[config.mk]
export PLATFORM = sky130hd
export DESIGN_NAME = act_bank_fsm
export DESIGN_NICKNAME = d
export VERILOG_FILES = /design/src/rtl/sdram_act_pkg.sv /design/src/rtl/act_bank_fsm.sv
export SDC_FILE = /design/constraint.sdc
export NUM_CORES = 1
export LEC_CHECK = 0
export ABC_AREA = 1
export ABC_CLOCK_PERIOD_IN_PS = 1500
export BUFFER_PORTS_ARGS = -buffer_cell sky130_fd_sc_hd__buf_4
export CORE_AREA = 2 2 46 48
export CTS_BUF_LIST = sky130_fd_sc_hd__clkbuf_8
export DETAILED_ROUTE_END_ITERATION = 12
export DIE_AREA = 0 0 48 50
export MAX_ROUTING_LAYER = met4
export PLACE_DENSITY = 0.7
export SLEW_MARGIN = 20
export SYNTH_ARGS = -nofsm -noshare
export SYNTH_HDL_FRONTEND = slang
export SYNTH_SLANG_ARGS = --single-unit
[constraint.sdc]
create_clock -name clk -period 1.5 [get_ports clk]
set_input_delay 0.225 -clock clk [delete_from_list [all_inputs] [get_ports clk]]
set_output_delay 0.225 -clock clk [all_outputs]
set_load 0.05 [all_outputs]
[src/rtl/sdram_act_pkg.sv]
package sdram_act_pkg;

    typedef enum logic [2:0] {
        CMD_NOP = 3'd0,
        CMD_ACT = 3'd1,
        CMD_RD  = 3'd2,
        CMD_WR  = 3'd3,
        CMD_PRE = 3'd4
    } cmd_e;

    typedef enum logic [2:0] {
        ERR_NONE   = 3'd0,
        ERR_TRCD   = 3'd1,
        ERR_TRC    = 3'd2,
        ERR_TRRD   = 3'd3,
        ERR_OPEN   = 3'd4,
        ERR_CLOSED = 3'd5,
        ERR_ROW    = 3'd6
    } err_e;

    typedef enum logic {
        B_CLOSED = 1'b0,
        B_OPEN   = 1'b1
    } bank_state_e;

    // ceil(t / tck) in whole clocks
    function automatic int ps_to_clk(input int t_ps, input int tck_ps);
        return (t_ps + tck_ps - 1) / tck_ps;
    endfunction

endpackage

[src/rtl/act_bank_fsm.sv]
module act_bank_fsm
    import sdram_act_pkg::*;
#(
    parameter int ROW_W = 13,
    parameter int NRCD  = 3,
    parameter int NRC   = 9
) (
    input  logic             clk,
    input  logic             rst_n,
    input  logic             act_fire,
    input  logic             pre_fire,
    input  logic [ROW_W-1:0] row_i,
    output logic             is_open,
    output logic [ROW_W-1:0] open_row,
    output logic             rcd_ok,
    output logic             rc_ok
);

    localparam int RCD_W = $clog2(NRCD + 1);
    localparam int RC_W  = $clog2(NRC + 1);
    localparam logic [RCD_W-1:0] RCD_LOAD = RCD_W'(NRCD - 1);
    localparam logic [RC_W-1:0]  RC_LOAD  = RC_W'(NRC - 1);

    bank_state_e      state_q, state_d;
    logic [ROW_W-1:0] row_q;
    logic [RCD_W-1:0] rcd_q;
    logic [RC_W-1:0]  rc_q;

    // next-state logic
    always_comb begin
        state_d = state_q;
        unique case (state_q)
            B_CLOSED: if (act_fire) state_d = B_OPEN;
            B_OPEN:   if (pre_fire) state_d = B_CLOSED;
        endcase
    end

    // state register
    always_ff @(posedge clk) begin
        if (!rst_n) state_q <= B_CLOSED;
        else        state_q <= state_d;
    end

    // open row and the two per-bank timers
    always_ff @(posedge clk) begin
        if (!rst_n) begin
            row_q <= '0;
            rcd_q <= '0;
            rc_q  <= '0;
        end else begin
            if (act_fire) row_q <= row_i;
            if (act_fire)       rcd_q <= RCD_LOAD;
            else if (rcd_q != 0) rcd_q <= rcd_q - 1'b1;
            if (act_fire)       rc_q <= RC_LOAD;
            else if (rc_q != 0) rc_q <= rc_q - 1'b1;
        end
    end

    // outputs
    always_comb begin
        is_open  = (state_q == B_OPEN);
        open_row = row_q;
        rcd_ok   = (rcd_q == '0);
        rc_ok    = (rc_q == '0);
    end

    AST_ACT_OPENS: assert property (@(posedge clk) disable iff (!rst_n)
        act_fire |=> is_open);
    AST_PRE_CLOSES: assert property (@(posedge clk) disable iff (!rst_n)
        pre_fire |=> !is_open);
    AST_ACT_ONLY_CLOSED: assert property (@(posedge clk) disable iff (!rst_n)
        act_fire |-> (!is_open && rc_ok));
    AST_RCD_ARMED: assert property (@(posedge clk) disable iff (!rst_n)
        (act_fire && (NRCD > 1)) |=> !rcd_ok);
    AST_ROW_HELD: assert property (@(posedge clk) disable iff (!rst_n)
        (is_open && !act_fire) |=> $stable(open_row));

endmodule

==> summary.txt <==
Outcome
  – Status: finished clean

Routing
  – Wire per inst: 11.04 microns
  – DR DRC count: 0
  – Via density: 4.608
  – Drt pass-1 iters: 4
  – Routed wire length: 1.689 mm
  – Routed vias: 705
  – Post-DRT Antenna Nets: 0
  – Iteration-0 DRC Markers: 11

Die
  – IO Pins: 33
  – Site row count: 16
  – Die ar.: 2400 sq um
  – Width of the die: 48 microns
  – Die Ht: 50 microns
  – Core area: 1902 sq um
  – Initial Util: 38.68%

Yosys
  – Syn_nets: 111
  – Most frequent cell after synthesis: nor2_1
  – FFs w/ async S/R, synth: 0%
  – Synth top cells by count: nor2_1, dfxtp_1, nand2_1, o21ai_0
  – Post-synth EDFFs: 0
  – #FFs+latches synth: 20
  – Yosys cell types: 16
  – Area share of the largest cell type after synthesis: 54.42%
  – Mapped Cells: 93
  – Post-synth top area cell: dfxtp_1
  – Synthesized cell area: 735.7 sq um
  – Post-synthesis sequential area ratio: 54.42%
  – Top_reg_cell synth: dfxtp_1
  – Syn avg cell area: 7.911 sq um
  – Top cells by area, synth: dfxtp_1, nor2_1, o21ai_0, nand2_1, a21oi_1
  – Ys Warns: 0

Setup path
  – CP Max Fanout: 4
  – Reg2Reg Depth: 7
  – Startpoint Class: flop
  – Worst R2R Start: rc_q[0]
  – WS Path Type: reg2out
  – Crit. End Element: output port
  – CP required: 1.27 ns
  – Worst Path Arrival: 1.20 ns
  – Reg2Reg Setup Slack: 0.47 ns
  – Reg2reg end: rc_q[3]

GRT
  – Vias in the first global route: 693
  – GRT overflow: 0
  – GR Util All Layers: 17.07%
  – First-pass GRT wire length: 2.918 mm
  – Largest net degree at the start of global routing: 17
  – Initial antenna violation count: 0

Power
  – Sequential share of power: 40.6%
  – Comb pwr share: 23.0%
  – Leakage: 0.5092 nW
  – Clock share of power: 36.4%
  – Power density over the cells: 1373 nW/um^2
  – Worst vdd ir: 1.248 mV
  – P_sw: 0.4182 mW
  – Sw frac: 28.57%
  – Pint: 1.045 mW

Hold path
  – Worst Hold End: is_open
  – Hold Path Stages: 2
  – Hold Crit Class: in2reg
  – Min-delay src: pre_fire

Timing
  – Fin Hold WS: 0.1354 ns
  – Final setup skew: 0.0002122 ns
  – Peak Freq: 700.8 MHz
  – RSZ-0062 raised after global routing: false
  – Tmin final: 1.427 ns
  – Setup Total Neg Slack: 0 ns
  – Final hold vios: 0
  – Slew @ Worst Pin: 0.2708 ns
  – Setup Viol. Count Final: 0
  – Fin. max-slew vios: 0
  – Period Utilization, post-route: 95.13%
  – Slew Limit Headroom: 81.92%

CTS
  – Root Driver: clkbuf_8
  – Clk slew on worst S/H paths: 0.08 ns
  – Postcts setup bufs: 0
  – Worst-skew pair later-pin latency: 0.26 ns
  – TritonCTS Sinks: 20
  – TritonCTS clock tree: built
  – Clock Tree Buf Depth: 2
  – H-tree depth: 1
  – CTS buffer count: 3

Finish
  – Register Area: 400.4 sq um
  – Area Growth Syn to Fin: 44.90%
  – ANT cells: 0
  – Fillers: 185
  – Area of the multi-input gates: 294.0 sq um
  – Core Util, Final: 56.05%
  – Nets@finish: 145
  – Fraction of layout instances using a drive strength above 1: 33.33%

Job
  – Max-cap viol count: 0

Placed design
  – DPL Wire Length: 1.219 mm
  – GP Congestion: 0.6714
  – Port buffer count: 32
[layer usage]
| layer | track usage [%] | vias up | share of wire (%) |
|---|---|---|---|
| met5 | - | - | 0 |
| met4 | 4.054 | 0 | 0.77 |
| met3 | 5.495 | 2 | 5.6 |
| met2 | 27.11 | 24 | 50 |
| met1 | 20.54 | 321 | 44 |
| li1 | - | 358 | - |
[layout by cell type, fill, tap and decap left out]
cell	count
a21oi_1	4
buf_4	31
buf_6	1
bufinv_16	1
clkbuf_8	3
dfxtp_1	20
ha_2	1
inv_1	3
inv_2	3
nand2_1	10
nand2_2	1
nand3_1	2
nor2_1	29
nor3_1	2
nor3b_2	1
o21ai_0	11
o21ai_1	2
xnor2_1	1
[power groups by stage]
stage | sequential (mW) | clock, mW | combinational (mW)
4_1_cts | 0.594 | 0.547 | 0.333
3_3_place_gp | 0.603 | 0 | 0.319
6_report | 0.594 | 0.532 | 0.337
5_1_grt | 0.599 | 0.565 | 0.366
2_1_floorplan | 0.692 | 0 | 0.134
3_5_place_dp | 0.605 | 0 | 0.327
[metrics by stage]
step                area [sq um]  worst slack [ns]  std cells  power, mW
floorplan                  735.7            0.2697         93     0.8259
detailed placement         985.9            0.2552        149     0.9329
CTS                         1062           0.01066        153      1.474
global placement           985.9            0.3112        149     0.9218
global route                1066          0.004236        153      1.530
finish                      1066           0.07308        153      1.464
[critical path, cell delays in order (launching register included)]
cell,delay [ns]
dfxtp_1,0.33
inv_2,0.08
ha_2,0.21
nand2_2,0.09
inv_2,0.08
buf_6,0.15
[sequential cells by signal, summed over array words and instances (netlist names)]
| signal | flops |
|---|---|
| open_row | 13 |
| rc_q | 4 |
| rcd_q | 2 |
| is_open | 1 |
[cells by family after synthesis]
group	Yosys count	share of synthesized area [%]
AND/OR/NAND/NOR	45	24.83
flip-flops	20	54.42
AO/OA/AOI/OAI	17	11.56
buffers and inverters	9	6.292
XOR/XNOR	1	1.191
adder cells (fa/ha/maj)	1	1.700
[layout make-up]
| type | count | area share, % |
|---|---|---|
| flip-flops and latches | 20 | 37.56 |
| multi-input cells | 64 | 27.58 |
| repair buffers | 32 | 22.89 |
| clock buffers | 3 | 3.873 |
| well taps | 27 | 3.169 |
| clock inverters | 1 | 2.817 |
| inverters | 6 | 2.113 |
[timing repair]
item	CTS	global route
hold buffers	0	0
resized for setup	2	2
endpoints found under the setup margin	1	1
endpoints found under the hold margin	0	0
[worst max path at each step]
stage          startpoint       end  slack [ns]  cells past startpoint
2_1_floorplan    rcd_q[1]  rcd_q[0]        0.27                      2
3_3_place_gp      rc_q[0]     rc_ok        0.31                      5
3_5_place_dp      rc_q[0]     rc_ok        0.26                      5
4_1_cts           rc_q[0]     rc_ok        0.01                      5
5_1_grt           rc_q[0]     rc_ok       0.004                      5
6_report          rc_q[0]     rc_ok        0.07                      5
(Power assumes the default switching activity.)
